===== config.mk =====
export PLATFORM = sky130hd
export DESIGN_NAME = casack_seq
export DESIGN_NICKNAME = d
export VERILOG_FILES = /design/src/rtl/casack_pkg.sv /design/src/rtl/casack_resolve.sv /design/src/rtl/casack_level.sv /design/src/rtl/casack_seq.sv
export SDC_FILE = /design/constraint.sdc
export NUM_CORES = 1
export LEC_CHECK = 0
export BUFFER_PORTS_ARGS = -buffer_cell sky130_fd_sc_hd__buf_2
export CAP_MARGIN = 20
export CORE_MARGIN = 2
export CORE_UTILIZATION = 60
export DETAILED_ROUTE_END_ITERATION = 10
export GPL_TIMING_DRIVEN = 0
export MAX_ROUTING_LAYER = met4
export PLACE_DENSITY = 0.88
export REMOVE_ABC_BUFFERS = 1
export SYNTH_ARGS = -nofsm -noshare
export SYNTH_HDL_FRONTEND = slang
export SYNTH_SLANG_ARGS = --single-unit

===== constraint.sdc =====
create_clock -name clk -period 9 [get_ports clk]
set_input_delay 0.9 -clock clk [delete_from_list [all_inputs] [get_ports clk]]
set_output_delay 0.9 -clock clk [all_outputs]
set_load 0.01 [all_outputs]

===== src/rtl/casack_pkg.sv =====
// Shared sizing and types for the two-level acknowledge sequencer.
// Assumes the line count is a power of two so line arithmetic wraps.
package casack_pkg;
    localparam int unsigned LINES  = 8;
    localparam int unsigned LINE_W = $clog2(LINES);
    localparam int unsigned VEC_W  = 8;

    typedef logic [LINE_W-1:0] line_t;
    typedef logic [LINES-1:0]  lines_t;
endpackage


===== src/rtl/casack_resolve.sv =====
// Priority resolver for one level: finds the most urgent unmasked request
// under a rotating base and compares it against the most urgent in-service
// line. Purely combinational. Assumes N is a power of two.
module casack_resolve #(
    parameter int unsigned N = casack_pkg::LINES,
    localparam int unsigned W = $clog2(N),
    localparam int unsigned RW = W + 1
) (
    input  logic [N-1:0] pend_i,
    input  logic [N-1:0] serv_i,
    input  logic [N-1:0] mask_i,
    input  logic [W-1:0] base_i,
    output logic         win_vld_o,
    output logic [W-1:0] win_line_o
);
    // Position of the first set bit counted from the rotation base, N if none.
    function automatic logic [RW-1:0] first_rank(input logic [N-1:0] bits,
                                                  input logic [W-1:0] rot);
        logic [RW-1:0] r;
        r = RW'(N);
        for (int p = N - 1; p >= 0; p--) begin
            if (bits[W'(p) + rot]) r = RW'(p);
        end
        return r;
    endfunction

    logic [RW-1:0] req_rank;
    logic [RW-1:0] srv_rank;

    // Rank candidates and in-service lines, then decide the winner.
    always_comb begin
        req_rank   = first_rank(pend_i & ~mask_i, base_i);
        srv_rank   = first_rank(serv_i, base_i);
        win_vld_o  = (req_rank < srv_rank);
        win_line_o = req_rank[W-1:0] + base_i;
    end
endmodule


===== src/rtl/casack_level.sv =====
// State of one controller level: request capture (edge or level per line),
// in-service bits, rotation base and the acknowledge update.
// Assumes ack_i is only asserted by the parent when this level is acknowledged;
// set_i forces edge-style request captures (used for the cascade line).
module casack_level #(
    parameter int unsigned N = casack_pkg::LINES,
    localparam int unsigned W = $clog2(N)
) (
    input  logic         clk,
    input  logic         rst_n,
    input  logic [N-1:0] req_i,
    input  logic [N-1:0] set_i,
    input  logic [N-1:0] mask_i,
    input  logic [N-1:0] lvl_i,
    input  logic         ack_i,
    input  logic         aeoi_i,
    input  logic         rot_i,
    output logic         win_vld_o,
    output logic [W-1:0] win_line_o
);
    logic [N-1:0] pend_q, pend_d;
    logic [N-1:0] serv_q, serv_d;
    logic [N-1:0] prev_q;
    logic [W-1:0] base_q, base_d;
    logic         take;
    logic [N-1:0] take_bit;
    logic [N-1:0] rise;

    casack_resolve #(.N(N)) u_resolve (
        .pend_i     (pend_q),
        .serv_i     (serv_q),
        .mask_i     (mask_i),
        .base_i     (base_q),
        .win_vld_o  (win_vld_o),
        .win_line_o (win_line_o)
    );

    // Next-state for requests, in-service bits and rotation base.
    always_comb begin
        take     = ack_i & win_vld_o;
        take_bit = take ? (N'(1) << win_line_o) : '0;
        rise     = req_i & ~prev_q;
        for (int i = 0; i < N; i++) begin
            if (lvl_i[i]) pend_d[i] = req_i[i];
            else          pend_d[i] = (pend_q[i] & ~take_bit[i]) | rise[i] | set_i[i];
        end
        serv_d = aeoi_i ? serv_q : (serv_q | take_bit);
        base_d = (take && aeoi_i && rot_i) ? (win_line_o + W'(1)) : base_q;
    end

    // Level state registers with synchronous active-low reset.
    always_ff @(posedge clk) begin
        if (!rst_n) begin
            pend_q <= '0;
            serv_q <= '0;
            prev_q <= '0;
            base_q <= '0;
        end else begin
            pend_q <= pend_d;
            serv_q <= serv_d;
            prev_q <= req_i;
            base_q <= base_d;
        end
    end

    a_r5_winner_in_service: assert property (@(posedge clk) disable iff (!rst_n)
        (ack_i && win_vld_o && !aeoi_i) |=> serv_q[$past(win_line_o)]);

    a_r5_level_stays_pending: assert property (@(posedge clk) disable iff (!rst_n)
        (ack_i && win_vld_o && lvl_i[win_line_o] && req_i[win_line_o])
        |=> pend_q[$past(win_line_o)]);

    a_r9_rotate_base: assert property (@(posedge clk) disable iff (!rst_n)
        (ack_i && win_vld_o && aeoi_i && rot_i) |=> (base_q == $past(win_line_o) + W'(1)));

    a_r8_spurious_frozen: assert property (@(posedge clk) disable iff (!rst_n)
        (ack_i && !win_vld_o) |=> ($stable(serv_q) && $stable(base_q)));

    a_r4_forced_capture: assert property (@(posedge clk) disable iff (!rst_n)
        (set_i != '0) |=> ((pend_q & $past(set_i & ~lvl_i)) == $past(set_i & ~lvl_i)));
endmodule


===== src/rtl/casack_seq.sv =====
// Two-level acknowledge sequencer: a master and a slave level, the slave's
// winner feeding master line CAS_LINE, and the one-clock acknowledge that
// picks the vector. Assumes inta_i is a single-clock pulse per acknowledge.
module casack_seq #(
    parameter int unsigned N        = casack_pkg::LINES,
    parameter int unsigned VW       = casack_pkg::VEC_W,
    parameter int unsigned CAS_LINE = 2,
    localparam int unsigned W       = $clog2(N)
) (
    input  logic          clk,
    input  logic          rst_n,
    input  logic [N-1:0]  mst_req_i,
    input  logic [N-1:0]  slv_req_i,
    input  logic [N-1:0]  mst_mask_i,
    input  logic [N-1:0]  slv_mask_i,
    input  logic [N-1:0]  mst_lvl_i,
    input  logic [N-1:0]  slv_lvl_i,
    input  logic [VW-1:0] mst_base_i,
    input  logic [VW-1:0] slv_base_i,
    input  logic          mst_aeoi_i,
    input  logic          slv_aeoi_i,
    input  logic          mst_rot_i,
    input  logic          slv_rot_i,
    input  logic          inta_i,
    output logic          cpu_int_o,
    output logic [VW-1:0] vec_o,
    output logic          vec_vld_o,
    output logic [W:0]    ack_line_o
);
    localparam logic [N-1:0] CAS_BIT  = N'(1) << CAS_LINE;
    localparam logic [W-1:0] SPUR     = W'(N - 1);

    logic         m_vld, s_vld;
    logic [W-1:0] m_line, s_line;
    logic         m_is_cas;
    logic         s_ack;
    logic [VW-1:0] vec_d;
    logic [W:0]    line_d;
    logic [VW-1:0] vec_q;
    logic [W:0]    line_q;
    logic          vld_q;
    logic          unused_base_bits;

    assign unused_base_bits = ^{mst_base_i[W-1:0], slv_base_i[W-1:0]};

    assign m_is_cas = (m_line == W'(CAS_LINE));
    assign s_ack    = inta_i & m_vld & m_is_cas;

    casack_level #(.N(N)) u_slave (
        .clk        (clk),
        .rst_n      (rst_n),
        .req_i      (slv_req_i),
        .set_i      ('0),
        .mask_i     (slv_mask_i),
        .lvl_i      (slv_lvl_i),
        .ack_i      (s_ack),
        .aeoi_i     (slv_aeoi_i),
        .rot_i      (slv_rot_i),
        .win_vld_o  (s_vld),
        .win_line_o (s_line)
    );

    casack_level #(.N(N)) u_master (
        .clk        (clk),
        .rst_n      (rst_n),
        .req_i      (mst_req_i & ~CAS_BIT),
        .set_i      (s_vld ? CAS_BIT : '0),
        .mask_i     (mst_mask_i),
        .lvl_i      (mst_lvl_i & ~CAS_BIT),
        .ack_i      (inta_i),
        .aeoi_i     (mst_aeoi_i),
        .rot_i      (mst_rot_i),
        .win_vld_o  (m_vld),
        .win_line_o (m_line)
    );

    assign cpu_int_o = m_vld;

    // Choose vector and reported line for the acknowledge in progress.
    always_comb begin
        if (!m_vld) begin
            vec_d  = {mst_base_i[VW-1:W], SPUR};
            line_d = {1'b0, SPUR};
        end else if (!m_is_cas) begin
            vec_d  = {mst_base_i[VW-1:W], m_line};
            line_d = {1'b0, m_line};
        end else if (s_vld) begin
            vec_d  = {slv_base_i[VW-1:W], s_line};
            line_d = {1'b1, s_line};
        end else begin
            vec_d  = {slv_base_i[VW-1:W], SPUR};
            line_d = {1'b1, SPUR};
        end
    end

    // Register the vector for the clock after the acknowledge pulse.
    always_ff @(posedge clk) begin
        if (!rst_n) begin
            vec_q  <= '0;
            line_q <= '0;
            vld_q  <= 1'b0;
        end else begin
            vld_q <= inta_i;
            if (inta_i) begin
                vec_q  <= vec_d;
                line_q <= line_d;
            end
        end
    end

    assign vec_o      = vec_q;
    assign ack_line_o = line_q;
    assign vec_vld_o  = vld_q;

    a_r10_valid_after_ack: assert property (@(posedge clk) disable iff (!rst_n)
        inta_i |=> vec_vld_o);

    a_r10_no_valid_without_ack: assert property (@(posedge clk) disable iff (!rst_n)
        !inta_i |=> !vec_vld_o);

    a_r11_low_bits_match: assert property (@(posedge clk) disable iff (!rst_n)
        vec_vld_o |-> (vec_o[W-1:0] == ack_line_o[W-1:0]));
endmodule


==> results of run 1 <==
state kept, by name (all words and copies together) (netlist names), 3 cells and up:
| register | cells |
|---|---|
| u_master.base_q | 3 |
| u_master.pend_q | 8 |
| u_master.prev_q | 7 |
| u_master.serv_q | 8 |
| u_slave.base_q | 3 |
| u_slave.pend_q | 8 |
| u_slave.prev_q | 8 |
| u_slave.serv_q | 8 |
| vec_o | 8 |
power groups by stage:
stage / sequential [W] / combinational [W] / clock, W
finish: 0.000392 / 0.00119 / 0.000285
CTS: 0.000393 / 0.00117 / 0.000283
floorplan: 0.000387 / 0.000829 / 0
global placement: 0.000394 / 0.00108 / 0
global route: 0.000399 / 0.00131 / 0.000298
detailed placement: 0.000398 / 0.00115 / 0
metal layers:
metal | up-vias | part of all wire, % | track usage, %
li1 | 2112 | - | -
met1 | 2170 | 41 | 40.9
met2 | 242 | 48 | 47.7
met3 | 34 | 7.8 | 5.22
met4 | 0 | 2.3 | 10.7
met5 | - | 0 | -
cell families (layout without fill, tap and decap cells):
logic type	after synthesis	after routing	synth area share, %
flip-flops	63	63	25.1
XOR/XNOR	9	9	1.72
AND/OR/NAND/NOR	155	155	18.2
adder cells (fa/ha/maj)	26	26	6.76
buffers and inverters	69	135	6.17
AO/OA/AOI/OAI	133	133	18.9
multiplexers	69	69	23.2
metrics by stage:
step | total power, W | setup slack, ps | utilization, % | std cells
after global routing | 0.00201 | 2410 | 69.4 | 695
after CTS | 0.00184 | 2650 | 68.8 | 693
after floorplan | 0.00122 | 3630 | - | 495
final | 0.00187 | 2860 | 69.4 | 695
after detailed placement | 0.00155 | 2680 | 65.9 | 677
after global placement | 0.00147 | 2820 | 65.9 | 676
layout by cell type (no fill, tap or decap), types with 3 or more instances in the layout:
master,instances
mux2i_1,19
nand2b_1,11
nand2_1,38
or2_2,4
nor4bb_1,4
dfxtp_1,63
and2_1,18
clkinv_1,3
nor3b_1,8
a41oi_1,5
mux4_2,37
o31ai_1,15
a32o_1,7
nor2_1,17
a221oi_1,3
or3_1,3
o41a_1,5
mux2_2,13
nand3b_1,4
ha_1,24
nor4_1,6
nor4b_1,3
xnor2_1,7
a22o_1,7
nor2b_1,8
clkbuf_8,10
nor3_1,8
nand3_1,7
a21oi_1,16
clkinv_4,3
buf_2,77
o21ai_0,34
inv_1,35
a21o_1,4
a31oi_1,5
and3_1,5
o21a_1,12
synth_stat cells (all sizes together) (7+ instances only):
library cell / instances
a21oi: 16
a22o: 7
a32o: 7
and2: 18
buf: 14
clkbuf: 15
dfxtp: 63
ha: 24
inv: 37
mux2: 13
mux2i: 19
mux4: 37
nand2: 39
nand2b: 11
nand3: 7
nor2: 17
nor2b: 8
nor3: 8
nor3b: 8
nor4: 8
o21a: 12
o21ai: 35
o31ai: 15
xnor2: 8
worst min path at each step:
stage	start	cells past startpoint	end	slack [ps]
floorplan	u_master.pend_q[3]	2	u_master.pend_q[3]	430
global placement	u_master.pend_q[4]	2	u_master.pend_q[4]	440
detailed placement	u_master.pend_q[4]	2	u_master.pend_q[4]	440
CTS	u_master.pend_q[4]	2	u_master.pend_q[4]	460
global route	u_master.pend_q[5]	2	u_master.pend_q[5]	480
finish	u_master.pend_q[4]	2	u_master.pend_q[4]	450
critical path, cell delays in order, from the launching register on:
cell and delay (ps):
dfxtp_1 1000, inv_4 180, ha_1 280, xnor2_1 630
mux4_2 640, a21bo_1 200, a22o_1 250, ha_1 230
fa_1 600, ha_1 250, clkinv_1 450, nor4_4 1010
a221oi_1 230
cell type report:
| cell class | instances | area, um^2 |
|---|---|---|
| multi-input cells | 392 | 3460 |
| fillers | 597 | 2500 |
| flip-flops and latches | 63 | 1260 |
| repair buffers | 79 | 433 |
| inverters | 40 | 153 |
| clock buffers | 10 | 138 |
| well taps | 105 | 131 |
| clock inverters | 6 | 93.8 |
==> results.ini, run 1 <==
[drt]
wirelength_um = 13000
drt_first_pass_iters = 5
detail_route.iter0.violations = 359
drc = 0
antenna_left = 0
wl_per_cell_um = 18.8
avgViaCountPerCell = 6.56
vias = 4558

[clocking]
holdBufCountCts = 0
numCtsBuffers = 9
h-tree-depth = 3
postCtsSetupRepairBufs = 0
clock_path_buffers = 2
path_clk_slew_ps = 70
root_buffer = clkbuf_8
cts_sinks = 63
insertion_delay_ps = 350
cts_resized = 0
tritoncts = yes

[floorplan]
io_pins = 85
core_mm2 = 0.00818
rows = 33
dieArea_mm2 = 0.00914
initial_core_util_pct = 61.6
die_w_um = 95.6
die_h_um = 95.6

[setup_path]
cp.arrival_ps = 6320
critical_path_peak_fanout = 18
reg2regPathDepth = 12
setup.worst_path.class = reg -> reg
endpoint = vec_o[0]
cp_data_required_time_ps = 9180
r2r_slack_ps = 2860
r2r-end = vec_o[0]
cp-end-kind = flip-flop
crit_path_start_kind = flip-flop
r2r-start = u_master.base_q[0]
critPathLaunch = u_master.base_q[0]

[grt]
grt_max_degree = 66
grt_pass1_vias = 4313
grt_pass1_wl_um = 21200
antenna_found_initial = 0
globalRouteOverflowTotal = 0
grt_util_all_layers_pct = 30.8

[yosys]
yosys-top-cells-area = dfxtp_1 25%, mux4_2 17%, ha_1 6.0%, mux2i_1 3.8%, o21ai_0 3.4%
synth-seq-cells = 63
synth_cell_types = 69
syn_area_per_cell_um2 = 9.60
synth_edf_count = 0
yosysWarnings = 0
seq_area_frac_synth_pct = 25.1
synthFlopType = dfxtp_1
synth_top_area_share_pct = 25.1
postSynth.asyncResetShare_pct = 0
syn_area_mm2 = 0.00503
netlist_instances = 524
yosys.area.top_type = dfxtp_1

[pwr]
clkPwrFrac_pct = 15.2
power_frac_comb_pct = 63.8
p_int_w = 0.000937
vdd_drop_max_mv = 0.436
leakage_nw = 2.32
power.density_mw_per_mm2 = 330
switching_share_pct = 49.9
p_seq_share_pct = 21.0
p_switching_w = 0.000935

[flow_run]
drv_cap = 0

[timing]
slew_viol_final = 0
period_minus_slack_ps = 6140
hold_viol = 0
finalClockSkew_ps = 14.6
finalCritPeriodShare_pct = 68.2
finalSetupViolations = 0
tightest_slew_ps = 1020
maxSlewHeadroom_pct = 31.6
grt_setup_unrepaired = no
setup_tns_ps = 0
fmax_mhz = 163
whs_ps = 453

[layout]
layout-drive-gt1-share_pct = 27.5
diodes = 0
syn2layout_area_growth_pct = 12.7
stdcell_area_mm2 = 0.00567
fin_nets = 682

[placement]
dpl_cell_area_mm2 = 0.00539
dp_hpwl_um = 9550
place.gp.congestion = 0.955
portBuffers = 76

[min_path]
hold_class = reg -> reg

[run_status]
status = complete, no violations

(Power assumes the default switching activity.)
==> inputs of run 2 (changes only) <==
CORE_UTILIZATION = 58   (was 60)
PLACE_DENSITY = 0.86   (was 0.88)
clock period = 5.8 ns   (was 9 ns; I/O delays follow)
==> run 2 against run 1 <==
Compared with the run above:
- largest power group unchanged
- combinational power is 55% higher
- via count is 0.55% lower
- clock skew down 3.9 ps
- register-to-register slack worse by 2500 ps
==> results.ini, run 2 (same netlist as run 1, synthesis figures left out) <==
[run_status]
status = complete, no violations

[layout]
fin_nets = 683  ; +0.15%
layout-drive-gt1-share_pct = 28.3  ; +0.80 points
syn2layout_area_growth_pct = 12.1
final_cell_mix = 77 x buf_2, 60 x dfxtp_1, 38 x nand2_1, 37 x mux4_2, 35 x inv_1
diodes = 0  ; unchanged
final_common_cell = buf_2
fin_util_pct = 68.0  ; -1.4 points

[flow_run]
drv_cap = 0  ; unchanged

[setup_path]
cp-end-kind = flip-flop
cp.arrival_ps = 5750  ; -570 ps
critical-path-max-stage-delay_ps = 730  ; -280 ps
crit_slowest_cell = dfxtp_2
critical-path-top-delay-family = simple AND/OR/NAND/NOR gates
cp_num_buf_inv = 2  ; unchanged
crit_path_start_kind = flip-flop
r2r_slack_ps = 330  ; -2530 ps
cp_data_required_time_ps = 6080  ; -3100 ps
crit_chain = inv_1 > ha_2 > mux4_2 > mux2_2 > or4b_2 > nand2b_1 > ha_1 > and3_1 > and3b_1 > a211oi_1 > o211ai_1 > nor4_4 > buf_4 > a32o_1
critical_path_peak_fanout = 30  ; +12
setup.worst_path.class = reg -> reg

[drt]
drt_first_pass_iters = 8  ; +3
avgViaCountPerCell = 6.51  ; -0.69%
wl_met2_um = 5940  ; -6.0%
vias = 4533  ; -0.55%
detail_route.iter0.violations = 395  ; +10%
drc = 0  ; unchanged
wl_per_cell_um = 18.0  ; -3.8%
antenna_left = 0  ; unchanged
wirelength_um = 12600  ; -3.7%
wl_met1_um = 5240  ; -3.0%
highest_layer = met4
wl_met3_um = 1150  ; +13%

[grt]
grt_pass1_wl_um = 21300  ; +0.65%
antenna_found_initial = 0  ; unchanged
grt_pass1_vias = 4436  ; +2.9%
grt_util_all_layers_pct = 28.0  ; -2.7 points
globalRouteOverflowTotal = 0  ; unchanged
grt_max_degree = 66  ; unchanged

[timing]
fmax_mhz = 183  ; +12%
slew_viol_final = 0  ; unchanged
hold_viol = 0  ; unchanged
finalSetupViolations = 0  ; unchanged
period_minus_slack_ps = 5470  ; -670 ps
grt_setup_unrepaired = no
finalCritPeriodShare_pct = 94.3  ; +26 points
setup_tns_ps = 0  ; unchanged
maxSlewHeadroom_pct = 38.3  ; +6.7 points
tightest_slew_ps = 924  ; -101 ps
finalClockSkew_ps = 10.6  ; -3.95 ps

[clocking]
path_clk_slew_ps = 80  ; about the same
root_buffer = clkbuf_8
holdBufCountCts = 0  ; unchanged
insertion_delay_ps = 350  ; about the same
h-tree-depth = 3  ; unchanged
numCtsBuffers = 9  ; unchanged
clock_path_buffers = 2  ; unchanged
tritoncts = yes
cts_sinks = 63  ; unchanged

[pwr]
p_seq_share_pct = 21.3  ; +0.3 points
leakage_nw = 2.30  ; -0.78%
clkPwrFrac_pct = 13.9  ; -1.3 points
switching_share_pct = 50.4  ; +0.41 points
total_power_w = 0.00286  ; +53%
power_frac_comb_pct = 64.8  ; +1.0 points
vdd_drop_max_mv = 0.886  ; +100%
p_int_w = 0.00142  ; +51%
power.density_mw_per_mm2 = 506  ; +53%
p_switching_w = 0.00144  ; +54%

[floorplan]
die_h_um = 97.1  ; +1.6%
dieArea_mm2 = 0.00944  ; +3.3%
die_w_um = 97.1  ; +1.6%
rows = 33  ; unchanged
io_pins = 85  ; unchanged
initial_core_util_pct = 60.6  ; -0.92 points
core_mm2 = 0.00830  ; +1.5%

[placement]
place.gp.congestion = 0.918  ; -3.9%
dp_hpwl_um = 9380  ; -1.8%
portBuffers = 76  ; unchanged

[min_path]
hold_class = in -> reg

-- run 2: cell count changes in the layout (fill, tap and decap cells not counted), moves of 2 or more --
| cell | delta |
|---|---|
| buf_4 | +2 |
| dfxtp_2 | +3 |
| clkinvlp_4 | +2 |
| dfxtp_1 | -3 |
-- run 2: final timing paths --
| check | depth (start not counted) | startpoint | end |
|---|---|---|---|
| max | 14 | u_slave.base_q[0] | u_slave.serv_q[4] |
| min | 2 | mst_lvl_i[6] | u_master.pend_q[6] |
| max reg2reg | 14 | u_slave.base_q[0] | u_slave.serv_q[4] |
| min reg2reg | 2 | u_master.pend_q[5] | u_master.pend_q[5] |
-- run 2: per-stage QoR --
step	cell area [um^2]	cells	hold WS, ps	setup WS, ps
2_1_floorplan	4870	495	431	428
3_3_place_gp	5390	676	440	-404
3_5_place_dp	5390	677	443	-550
4_1_cts	5620	695	409	23.8
5_1_grt	5640	696	408	39.2
6_report	5640	696	418	329
-- run 2: per-layer routing --
| layer | vias to the layer above | GRT usage [%] |
|---|---|---|
| met1 | 2120 | 36.9 |
| li1 | 2115 | - |
| met2 | 265 | 43.5 |
| met3 | 33 | 6.04 |
| met4 | 0 | 9.10 |
| met5 | - | - |
-- run 2: power groups by stage --
stage	logic (W)	clock network, W	registers, W
2_1_floorplan	0.00129	0	0.000601
3_3_place_gp	0.00169	0	0.000608
3_5_place_dp	0.00179	0	0.000613
4_1_cts	0.00181	0.000400	0.000606
5_1_grt	0.00203	0.000422	0.000621
6_report	0.00185	0.000396	0.000609
-- run 2: final cells by class --
cell class,instances,area [um^2]
tap,105,131
timing repair buffer,80,420
clock inverter,6,70.1
clock buffer,10,138
inverter,40,153
fill,614,2660
sequential,63,1260
multi-input combinational,392,3460
-- run 2: timing repair --
item                                    CTS  global route
pin swaps                                 1             0
buffers inserted                          2             0
endpoints found under the setup margin   21            27
gates resized for setup                   1             3
endpoints found under the hold margin     0             0
==> inputs of run 3 (changes only) <==
PLACE_DENSITY = 0.85   (was 0.86)
==> run 3 against run 2 <==
Compared with the run above:
- cell count fell by 0.14%
- hold slack improved by 17 ps
- sequential power barely moved
- register-to-register slack barely moved
- core utilization barely moved
- routed wire length fell by 0.96%
- design area barely moved
- critical path depth did not move
- largest cell class unchanged
==> results.ini, run 3 (same netlist as run 1, synthesis figures left out) <==
[grt]
grt_pass1_vias = 4534  ; +2.2%
grt_util_all_layers_pct = 27.6  ; -0.45 points
grt_max_degree = 66  ; unchanged
antenna_found_initial = 0  ; unchanged
globalRouteOverflowTotal = 0  ; unchanged
grt_pass1_wl_um = 21100  ; -1.1%

[min_path]
hold_class = in -> reg
hold_path_depth = 2  ; unchanged
hold_start = mst_lvl_i[4]
whs_endpoint = u_master.pend_q[4]

[timing]
finalSetupViolations = 0  ; unchanged
finalClockSkew_ps = 8.85  ; -1.78 ps
whs_ps = 435  ; +17.3 ps
grt_setup_unrepaired = no
finalWorstSetupSlack_ps = 338  ; +8.61 ps
maxSlewHeadroom_pct = 29.9  ; -8.5 points
slew_viol_final = 0  ; unchanged
hold_viol = 0  ; unchanged
tightest_slew_ps = 1050  ; +128 ps
period_minus_slack_ps = 5460  ; -8.61 ps
fmax_mhz = 183  ; +0.16%
finalCritPeriodShare_pct = 94.2  ; -0.15 points

[setup_path]
reg2regPathDepth = 14  ; unchanged
setup.worst_path.class = reg -> reg
cp.arrival_ps = 5730  ; -20 ps
cp_data_required_time_ps = 6070  ; about the same
crit_path_start_kind = flip-flop
critical_path_peak_fanout = 13  ; -57%
r2r_slack_ps = 340  ; about the same
cp-end-kind = flip-flop
r2r-end = u_slave.serv_q[0]
r2r-start = u_slave.base_q[1]

[drt]
detail_route.iter0.violations = 370  ; -6.3%
antenna_left = 0  ; unchanged
wl_per_cell_um = 17.9  ; -0.81%
wirelength_um = 12400  ; -0.96%
drt_first_pass_iters = 5  ; -3
drc = 0  ; unchanged
vias = 4491  ; -0.93%
avgViaCountPerCell = 6.46  ; -0.78%

[pwr]
power.density_mw_per_mm2 = 514  ; +1.4%
leakage_nw = 2.31  ; +0.43%
vdd_drop_max_mv = 0.753  ; -15%

[floorplan]
die_w_um = 97.1  ; unchanged
initial_core_util_pct = 60.6  ; unchanged
die_h_um = 97.1  ; unchanged
rows = 33  ; unchanged
core_mm2 = 0.00830  ; unchanged
io_pins = 85  ; unchanged
dieArea_mm2 = 0.00944  ; unchanged

[layout]
seq_area_mm2 = 0.00127  ; +0.20%
diodes = 0  ; unchanged
multiInputGateArea_mm2 = 0.00346  ; unchanged
n_fill_cell = 609  ; -0.81%
final_common_cell = buf_2
instances_no_fill = 695  ; -0.14%
syn2layout_area_growth_pct = 12.1  ; about the same
final_cell_mix = 77 x buf_2, 60 x dfxtp_1, 38 x nand2_1, 37 x mux4_2, 35 x inv_1
layout-drive-gt1-share_pct = 27.8  ; -0.46 points
fin_nets = 682  ; -0.15%

[placement]
dp_hpwl_um = 9180  ; -2.1%
placed_cells = 677  ; unchanged
dp_slack_ps = -627  ; -76.2 ps
portBuffers = 76  ; unchanged
place.gp.congestion = 0.890  ; -3.1%

[run_status]
status = complete, no violations

[clocking]
cts_sinks = 63  ; unchanged
insertion_delay_ps = 330  ; -20 ps
numCtsBuffers = 9  ; unchanged
path_clk_slew_ps = 70  ; about the same
root_buffer = clkbuf_8
h-tree-depth = 3  ; unchanged
clock_path_buffers = 2  ; unchanged
holdBufCountCts = 0  ; unchanged
tritoncts = yes

[flow_run]
drv_cap = 0  ; unchanged

run 3: how the worst max path moves through the flow:
| stage | startpoint | endpoint | slack, ps | cells after the start |
|---|---|---|---|---|
| after floorplan | u_slave.base_q[0] | u_slave.pend_q[0] | 430 | 13 |
| after global placement | u_slave.base_q[0] | vec_o[0] | -390 | 13 |
| after detailed placement | u_slave.base_q[0] | u_slave.pend_q[2] | -630 | 13 |
| after CTS | u_slave.base_q[1] | u_slave.serv_q[0] | 90 | 14 |
| after global routing | u_slave.base_q[1] | vec_o[0] | 60 | 14 |
| final | u_slave.base_q[1] | u_slave.serv_q[0] | 340 | 14 |
run 3: worst max-delay path, cell delays in order (launching register included):
cell	delay [ps]
dfxtp_2	530
clkinv_1	350
ha_2	620
mux4_2	580
mux2_2	310
or4b_2	700
nand2b_1	180
ha_1	300
and3_1	190
and3b_1	170
a211oi_1	250
o211ai_1	380
nor4_4	390
buf_4	250
a32o_1	190
run 3: area by class of cell:
type                       count  area share [%]
inverter                      40            2.71
multi-input combinational    392            61.4
clock inverter                 3            1.15
sequential                    63            22.5
tap                          105            2.33
clock buffer                  13            2.82
timing repair buffer          79            7.10
run 3: power by group:
| part | switching, W | leakage (nW) | total, W | internal [W] |
|---|---|---|---|---|
| Clock | 0.000162 | 0.114 | 0.000428 | 0.000265 |
| Combinational | 0.00116 | 1.67 | 0.00186 | 0.000696 |
| Sequential | 0.000102 | 0.521 | 0.000611 | 0.000509 |
run 3: metal layers:
layer,routed length [um],track usage (%)
met1,5460,36.6
met2,5860,43.9
met3,903,4.17
met4,207,8.88
met5,0,-
run 3: timing repair:
| action | 4_1_cts | 5_1_grt |
|---|---|---|
| resized for setup | 2 | 3 |
| endpoints found under the setup margin | 21 | 29 |
| pin swaps | 1 | 0 |
| buffers inserted | 2 | 0 |
run 3: stage by stage:
stage | TNS, ps | util, % | cell area (um^2) | total power (W)
detailed placement | -10660 | 65.0 | 5390 | 0.00241
global placement | -6080 | 64.9 | 5390 | 0.00230
floorplan | 0 | - | 4870 | 0.00189
finish | 0 | 67.9 | 5640 | 0.00290
CTS | 0 | 67.9 | 5630 | 0.00287
global route | 0 | 67.9 | 5640 | 0.00310
